[config.mk]
export PLATFORM = sky130hd
export DESIGN_NAME = irq_vector_src
export DESIGN_NICKNAME = d
export VERILOG_FILES = /design/src/rtl/irq_vector_pkg.sv /design/src/rtl/irq_pending_ctl.sv /design/src/rtl/irq_ack_resp.sv /design/src/rtl/irq_line_enc.sv /design/src/rtl/irq_vector_src.sv
export SDC_FILE = /design/constraint.sdc
export NUM_CORES = 1
export LEC_CHECK = 0
export BUFFER_PORTS_ARGS = -buffer_cell sky130_fd_sc_hd__buf_2
export CAP_MARGIN = 20
export CORE_MARGIN = 2
export CORE_UTILIZATION = 40
export CTS_CLUSTER_DIAMETER = 150
export CTS_CLUSTER_SIZE = 20
export DETAILED_ROUTE_END_ITERATION = 10
export GPL_ROUTABILITY_DRIVEN = 0
export GPL_TIMING_DRIVEN = 1
export HOLD_SLACK_MARGIN = 0.15
export PLACE_DENSITY = 0.76
export SYNTH_ARGS = -nofsm -noshare
export SYNTH_HDL_FRONTEND = slang
export SYNTH_SLANG_ARGS = --single-unit
[constraint.sdc]
create_clock -name clk -period 2.6 [get_ports clk]
set_input_delay 0.39 -clock clk [delete_from_list [all_inputs] [get_ports clk]]
set_output_delay 0.39 -clock clk [all_outputs]
set_load 0.01 [all_outputs]
[src/rtl/irq_vector_pkg.sv]
package irq_vector_pkg;
    localparam int LEVELS = 7;
    localparam int LVL_W  = $clog2(LEVELS + 1);
    localparam int VEC_W  = 8;

    typedef enum logic [1:0] {
        ACK_IDLE  = 2'd0,
        ACK_DRIVE = 2'd1,
        ACK_HOLD  = 2'd2
    } ack_st_e;
endpackage

[src/rtl/irq_pending_ctl.sv]
module irq_pending_ctl (
    input  logic clk,
    input  logic rst_n,
    input  logic enable,
    input  logic set_req,
    input  logic clr_req,
    input  logic ack_done,
    input  logic keep_on_ack,
    output logic pending
);
    typedef struct packed {
        logic pend;
    } pend_state_t;

    pend_state_t st_d, st_q;

    always_comb begin
        st_d = st_q;
        if (!enable) begin
            st_d.pend = 1'b0;
        end else if (set_req) begin
            st_d.pend = 1'b1;
        end else if (clr_req || (ack_done && !keep_on_ack)) begin
            st_d.pend = 1'b0;
        end
    end

    always_ff @(posedge clk or negedge rst_n) begin
        if (!rst_n) st_q <= '0;
        else        st_q <= st_d;
    end

    assign pending = st_q.pend;
endmodule

[src/rtl/irq_ack_resp.sv]
module irq_ack_resp
    import irq_vector_pkg::*;
#(
    parameter int LW = LVL_W,
    parameter int VW = VEC_W
) (
    input  logic          clk,
    input  logic          rst_n,
    input  logic          iack_n,
    input  logic          as_n,
    input  logic          ds_n,
    input  logic [LW-1:0] addr_lvl,
    input  logic [LW-1:0] level,
    input  logic          pending,
    input  logic [VW-1:0] vector,
    output logic          dtack_n,
    output logic          oe,
    output logic [VW-1:0] data,
    output logic          done
);
    typedef struct packed {
        ack_st_e       st;
        logic          dtack_n;
        logic          oe;
        logic [VW-1:0] data;
    } ack_state_t;

    ack_state_t s_d, s_q;
    logic       hit;

    assign hit = !iack_n && !as_n && !ds_n && pending &&
                 (level != '0) && (addr_lvl == level);

    always_comb begin
        s_d = s_q;
        unique case (s_q.st)
            ACK_IDLE: begin
                if (hit) begin
                    s_d.st      = ACK_DRIVE;
                    s_d.dtack_n = 1'b0;
                    s_d.oe      = 1'b1;
                    s_d.data    = vector;
                end
            end
            ACK_DRIVE: begin
                if (ds_n) begin
                    s_d.st      = as_n ? ACK_IDLE : ACK_HOLD;
                    s_d.dtack_n = 1'b1;
                    s_d.oe      = 1'b0;
                    s_d.data    = '0;
                end
            end
            ACK_HOLD: begin
                if (as_n) s_d.st = ACK_IDLE;
            end
            default: s_d.st = ACK_IDLE;
        endcase
    end

    always_ff @(posedge clk or negedge rst_n) begin
        if (!rst_n) begin
            s_q.st      <= ACK_IDLE;
            s_q.dtack_n <= 1'b1;
            s_q.oe      <= 1'b0;
            s_q.data    <= '0;
        end else begin
            s_q <= s_d;
        end
    end

    assign dtack_n = s_q.dtack_n;
    assign oe      = s_q.oe;
    assign data    = s_q.data;
    assign done    = (s_q.st == ACK_DRIVE) && ds_n;
endmodule

[src/rtl/irq_line_enc.sv]
module irq_line_enc
    import irq_vector_pkg::*;
#(
    parameter int NL = LEVELS,
    parameter int LW = LVL_W
) (
    input  logic          pending,
    input  logic [LW-1:0] level,
    output logic [NL-1:0] irq_n
);
    for (genvar k = 0; k < NL; k++) begin : g_line
        assign irq_n[k] = !(pending && (level == LW'(k + 1)));
    end
endmodule

[src/rtl/irq_vector_src.sv]
module irq_vector_src
    import irq_vector_pkg::*;
(
    input  logic             clk,
    input  logic             rst_n,
    input  logic [LVL_W-1:0] cfg_level,
    input  logic [VEC_W-1:0] cfg_vector,
    input  logic             cfg_rora,
    input  logic             local_req,
    input  logic             local_clr,
    input  logic             iack_n,
    input  logic             as_n,
    input  logic             ds_n,
    input  logic [LVL_W-1:0] addr_lvl,
    output logic [LEVELS-1:0] irq_n,
    output logic             dtack_n,
    output logic [VEC_W-1:0] vec_out,
    output logic             vec_oe
);
    logic pending;
    logic ack_done;

    irq_pending_ctl u_pend (
        .clk         (clk),
        .rst_n       (rst_n),
        .enable      (cfg_level != '0),
        .set_req     (local_req),
        .clr_req     (local_clr),
        .ack_done    (ack_done),
        .keep_on_ack (cfg_rora),
        .pending     (pending)
    );

    irq_ack_resp #(.LW(LVL_W), .VW(VEC_W)) u_ack (
        .clk      (clk),
        .rst_n    (rst_n),
        .iack_n   (iack_n),
        .as_n     (as_n),
        .ds_n     (ds_n),
        .addr_lvl (addr_lvl),
        .level    (cfg_level),
        .pending  (pending),
        .vector   (cfg_vector),
        .dtack_n  (dtack_n),
        .oe       (vec_oe),
        .data     (vec_out),
        .done     (ack_done)
    );

    irq_line_enc #(.NL(LEVELS), .LW(LVL_W)) u_enc (
        .pending (pending),
        .level   (cfg_level),
        .irq_n   (irq_n)
    );
endmodule

==> results.py, run 1 <==
metrics = {
    "drt": {
        "postRouteAntennaNets": 0,
        "via_per_inst": 4.51,
        "drtIter0Drc": 7,
        "avgRoutedWirePerCell_um": 10.4,
        "vias": 614,
        "drtPass1Iterations": 2,
        "drc": 0,
        "wirelength_um": 1410,
    },
    "die": {
        "core_mm2": 0.00173,
        "start_util_pct": 42.4,
        "io_pins": 39,
        "die_w_um": 46.8,
        "die_area_mm2": 0.00219,
        "placementRows": 15,
        "die_h_um": 46.8,
    },
    "sta": {
        "fmax_mhz": 632,
        "setup_viol": 0,
        "whs_ns": 0.285,
        "rsz0062_at_grt": "no",
        "hold_viol": 0,
        "finalCriticalPeriod_ns": 1.58,
        "min_period_over_period_pct": 60.8,
        "setup_tns_ns": 0,
        "worst_pin_slew_ns": 0.444,
        "slew_headroom_pct": 70.3,
        "skew_ns": 0.00675,
        "slew_violations": 0,
        "finalWorstSetupSlack_ns": 1.02,
    },
    "global_routing": {
        "track_usage_pct": 14.4,
        "antenna_found_initial": 0,
        "grt_overflow": 0,
        "grt_pass1_wl_um": 2220,
        "grt_pass1_vias": 572,
        "grt_max_degree": 14,
    },
    "power_and_ir_drop": {
        "vdd_drop_max_mv": 0.205,
        "p_per_area_mw_per_mm2": 533,
        "power_leakage_nw": 0.483,
        "p_total_mw": 0.492,
    },
    "setup_path": {
        "crit_slowest_cell": "dfrtp_1",
        "max_stage_delay_ns": 0.45,
        "cp-end-kind": "output pin",
        "critPathKind": "reg2out",
        "rrSetupSlack_ns": 1.16,
        "r2r_start": "u_ack.s_q[11]$_DFFE_PN0P_",
        "cp_max_fo": 7,
        "r2r-end": "u_ack.data[4]$_DFFE_PN0P_",
        "rr_worst_depth": 5,
        "start_kind": "flip-flop",
        "critical_path_required_ns": 2.21,
        "cp_cell_sequence": "nor2b_1, nand3_1, buf_2",
        "cp.buffers_inverters": 1,
        "arrival_ns": 1.19,
        "cp_top_family": "flip-flops",
    },
    "hold_path": {
        "hp-class": "in2reg",
        "hold_path_end": "u_ack.s_q[11]$_DFFE_PN0P_",
        "holdPathStages": 2,
        "min_from": "as_n",
    },
    "synthesis": {
        "synthesis.nets": 99,
        "yosys.area_share.xor_xnor_pct": 2.39,
        "synthSimpleGateAreaFrac_pct": 21.7,
        "synth_top_family_by_area": "simple AND/OR/NAND/NOR gates",
        "ys_warn_count": 0,
        "synth_area_um2": 732,
        "seq_area_frac_synth_pct": 44.6,
        "synth_mux_area_share_pct": 10.9,
        "synth_compound_gate_area_share_pct": 5.47,
        "ys_types": 27,
        "synth_cells": 77,
        "synthAdderAreaFrac_pct": 0,
        "avgSynthCellArea_um2": 9.51,
        "ys_ff_latch": 13,
    },
    "placement": {
        "post-dp-hpwl_um": 1090,
        "numPortBuffers": 38,
        "placedCellCount": 131,
        "placed_area_um2": 886,
        "preCtsSetupSlack_ns": 0.964,
    },
    "layout": {
        "antennaDiodeCount": 0,
        "post-route-util_pct": 53.4,
        "area_growth_pct": 26.0,
        "register_area_um2": 327,
        "nets": 134,
        "multi_input_area_um2": 297,
        "stdcell_count": 136,
        "filler_cell_count": 185,
        "fin_area_um2": 922,
        "drive_above_1_share_pct": 42.3,
    },
    "clock_tree": {
        "cts-root-buf": "clkbuf_4",
        "clockBufferDepth": 2,
        "cts_tree": "built",
        "cts_sinks": 13,
        "cts_setup_buffers": 0,
        "ctsResizeCount": 0,
        "htreeDepth": 1,
        "numCtsBuffers": 3,
        "clkSlewWorstSetupHoldPaths_ns": 0.08,
        "insertion_delay_ns": 0.27,
        "hold_buffers": 1,
    },
    "run": {
        "cap_violations": 0,
    },
    "outcome": {
        "outcome": "finished, final reports clean",
    },
}
## cells in the final DEF, fill, tap and decap left out, drive strengths merged, types with 2 or more instances in the layout
cell type and instances:
nor2 2, mux2i 8, inv 9, nand3b 2, xnor2 2, buf 39, clkbuf 4, nor3b 2
nand3 4, and2b 2, nand2 12, dfrtp 12
## power breakdown
group	internal [mW]	switching [mW]
sequential	0.235	0.0163
clock	0.0593	0.0608
combinational	0.0580	0.0621
total	0.353	0.139
## state kept, by name (all words and copies together), names as in the netlist
register	count
u_ack.data	8
u_ack.s_q	2
u_ack.dtack_n	1
u_ack.oe	1
u_pend.pending	1
## Yosys cell counts, drive strengths merged
cell type / n / area [um^2]
mux2i: 8 / 80.1
inv: 9 / 33.8
xnor2: 2 / 17.5
nand2b: 1 / 6.26
buf: 9 / 71.3
clkbuf: 1 / 3.75
nor2: 2 / 10.0
a211oi: 1 / 12.5
dfstp: 1 / 26.3
nor2b: 1 / 6.26
dfrtp: 12 / 300
nand3b: 2 / 15.0
nand4: 1 / 6.26
nand2: 12 / 45.0
a21o: 1 / 7.51
o32a: 1 / 10.0
nor4: 1 / 6.26
a21oi: 1 / 5.00
and2b: 2 / 16.3
o21ai: 1 / 5.00
nor3b: 2 / 15.0
or2: 1 / 6.26
or3: 1 / 6.26
nand3: 4 / 20.0
## cell type report
type / count / area share (%)
multi-input combinational: 45 / 32.2
timing repair buffer: 40 / 22.5
inverter: 9 / 3.66
sequential: 13 / 35.4
clock buffer: 4 / 2.85
tap: 25 / 3.39
## how the worst max path moves through the flow
stage,from,end,cells after the start
2_1_floorplan,cfg_level[2],u_ack.data[0]$_DFFE_PN0P_,4
3_3_place_gp,cfg_level[2],u_ack.data[1]$_DFFE_PN0P_,5
3_5_place_dp,cfg_level[2],u_ack.data[2]$_DFFE_PN0P_,5
4_1_cts,u_pend.pending$_DFFE_PN0P_,irq_n[2],3
5_1_grt,u_pend.pending$_DFFE_PN0P_,irq_n[2],3
6_report,u_pend.pending$_DFFE_PN0P_,irq_n[2],3
## cells by family (layout without fill, tap and decap cells)
logic type             after synthesis  count (layout)
flip-flops                          13              13
AND/OR/NAND/NOR                     30              30
XOR/XNOR                             2               2
buffers and inverters               19              53
multiplexers                         8               8
AO/OA/AOI/OAI                        5               5
## metal layers
metal / up-vias / track usage [%] / part of all wire (%) / routed length, um
met5: - / 0 / 0 / 0
met4: 0 / 10.0 / 1.3 / 18
met3: 2 / 1.15 / 7.2 / 102
met2: 29 / 23.3 / 46 / 644
met1: 273 / 18.3 / 46 / 645
li1: 310 / - / - / -
Power figures use the tool's default switching activity.
==> run 2, diff against run 1 <==
==> constraint.sdc (replaced) <==
create_clock -name clk -period 1.6 [get_ports clk]
set_input_delay 0.24 -clock clk [delete_from_list [all_inputs] [get_ports clk]]
set_output_delay 0.24 -clock clk [all_outputs]
set_load 0.01 [all_outputs]
==> run 2 against run 1 <==
Critical path depth unchanged. Combinational power up 67%. Final cell count is 2.9% higher. Final area up 4.2%. Worst setup slack got worse by 0.86 ns. Clock power up 62%. Power up 63%. Clock skew decreased by 0.0061 ns. Routed wire length increased by 5.4%. Register-to-register slack got worse by 0.99 ns. Core utilization up 2.2 points. Die area unchanged. Critical path type unchanged. Largest power group unchanged.
==> results.py, run 2 (synthesis results as in run 1) <==
metrics = {
    "layout": {
        "largest_register_ffs": 8,
        "fin_area_um2": 961,
        "regMostFlops": "u_ack.data",
        "layout_common_cells": "buf_2 (38), nand2_1 (12), dfrtp_1 (12)",
        "nets": 138,
        "area_growth_pct": 31.3,
        "drive_above_1_share_pct": 44.3,
        "layout_commonest_cell": "buf_2",
        "antennaDiodeCount": 0,
        "top_regs": "u_ack.data: 8 flops, u_ack.s_q: 2 flops",
    },
    "sta": {
        "slew_violations": 0,
        "finalCriticalPeriod_ns": 1.44,
        "setup_viol": 0,
        "worst_pin_slew_ns": 0.281,
        "skew_ns": 0.000628,
        "rsz0062_at_grt": "no",
        "slew_headroom_pct": 81.2,
        "hold_viol": 0,
        "min_period_over_period_pct": 90.0,
        "setup_tns_ns": 0,
        "fmax_mhz": 695,
    },
    "drt": {
        "vias": 639,
        "drc": 0,
        "postRouteAntennaNets": 0,
        "wirelength_um": 1490,
        "drtPass1Iterations": 2,
        "drtIter0Drc": 3,
        "avgRoutedWirePerCell_um": 10.6,
        "via_per_inst": 4.56,
    },
    "die": {
        "die_area_mm2": 0.00219,
        "core_mm2": 0.00173,
        "start_util_pct": 42.4,
        "die_w_um": 46.8,
        "io_pins": 39,
        "die_h_um": 46.8,
        "placementRows": 15,
    },
    "setup_path": {
        "critical_path.startpoint": "u_pend.pending$_DFFE_PN0P_",
        "rrSetupSlack_ns": 0.17,
        "critical_path_required_ns": 1.36,
        "r2r_start": "u_ack.s_q[11]$_DFFE_PN0P_",
        "arrival_ns": 1.20,
        "rr_worst_depth": 5,
        "cp-end-kind": "output pin",
        "start_kind": "flip-flop",
        "critPathKind": "reg2out",
        "cp_max_fo": 7,
        "r2r-end": "u_ack.data[2]$_DFFE_PN0P_",
    },
    "clock_tree": {
        "numCtsBuffers": 3,
        "cts_sinks": 13,
        "clockBufferDepth": 2,
        "cts_tree": "built",
        "cts-root-buf": "clkbuf_4",
        "clkSlewWorstSetupHoldPaths_ns": 0.07,
        "insertion_delay_ns": 0.26,
        "htreeDepth": 1,
    },
    "power_and_ir_drop": {
        "p_total_mw": 0.802,
        "power_leakage_nw": 0.502,
        "vdd_drop_max_mv": 0.362,
        "p_per_area_mw_per_mm2": 835,
    },
    "hold_path": {
        "min_from": "local_req",
        "hold_path_end": "u_pend.pending$_DFFE_PN0P_",
        "hp-class": "in2reg",
        "holdPathStages": 2,
    },
    "placement": {
        "numPortBuffers": 38,
        "placed_area_um2": 908,
        "post-dp-hpwl_um": 1110,
    },
    "outcome": {
        "outcome": "finished, final reports clean",
    },
    "global_routing": {
        "track_usage_pct": 14.8,
        "grt_pass1_wl_um": 2340,
        "grt_max_degree": 14,
        "antenna_found_initial": 0,
        "grt_pass1_vias": 610,
        "grt_overflow": 0,
    },
    "run": {
        "cap_violations": 0,
    },
}
[run 2: worst max path at each step]
stage	end	cells after the start	slack [ns]
floorplan	u_ack.data[0]$_DFFE_PN0P_	5	0.30
global placement	u_ack.data[5]$_DFFE_PN0P_	6	0.17
detailed placement	u_ack.data[0]$_DFFE_PN0P_	6	0.13
CTS	irq_n[2]	3	0.14
global route	u_ack.data[2]$_DFFE_PN0P_	5	0.009
finish	irq_n[2]	3	0.16
[run 2: area by class of cell]
type | instances | area (um^2)
Clock buffer | 4 | 26.3
Multi-Input combinational cell | 45 | 303
Timing Repair Buffer | 44 | 240
Sequential cell | 13 | 327
Inverter | 9 | 33.8
Tap cell | 25 | 31.3
Fill cell | 181 | 766
[run 2: per-layer routing]
metal	GRT usage, %	wire (um)	vias up
met5	0	0	-
li1	-	-	319
met2	25.8	711	29
met1	17.3	643	289
met3	2.31	113	2
met4	8.33	18	0
[run 2: report_power, final]
group | total (mW) | switching [mW] | internal [mW]
sequential | 0.408 | 0.0253 | 0.382
combinational | 0.200 | 0.102 | 0.0988
clock | 0.194 | 0.0975 | 0.0964
total | 0.802 | 0.224 | 0.577
[run 2: per-stage QoR]
step / cells / util, % / hold WS, ns / setup slack (ns)
after global routing: 140 / 55.7 / 0.199 / 0.00909
after detailed placement: 134 / 52.6 / 0.137 / 0.132
after floorplan: 77 / - / -0.0556 / 0.296
after CTS: 140 / 55.3 / 0.190 / 0.145
final: 140 / 55.7 / 0.198 / 0.161
after global placement: 134 / 52.6 / 0.133 / 0.171
[run 2: repair_timing]
action,CTS,global route
endpoints found under the hold margin,14,0
resized for setup,0,1
hold buffers,2,0
buffers inserted,0,0
setup endpoints to repair,0,3
[run 2: worst max-delay path, stage by stage, from the launching register on]
cell	delay, ns
dfrtp_1	0.46
nor2b_1	0.24
nand3_1	0.09
buf_2	0.14
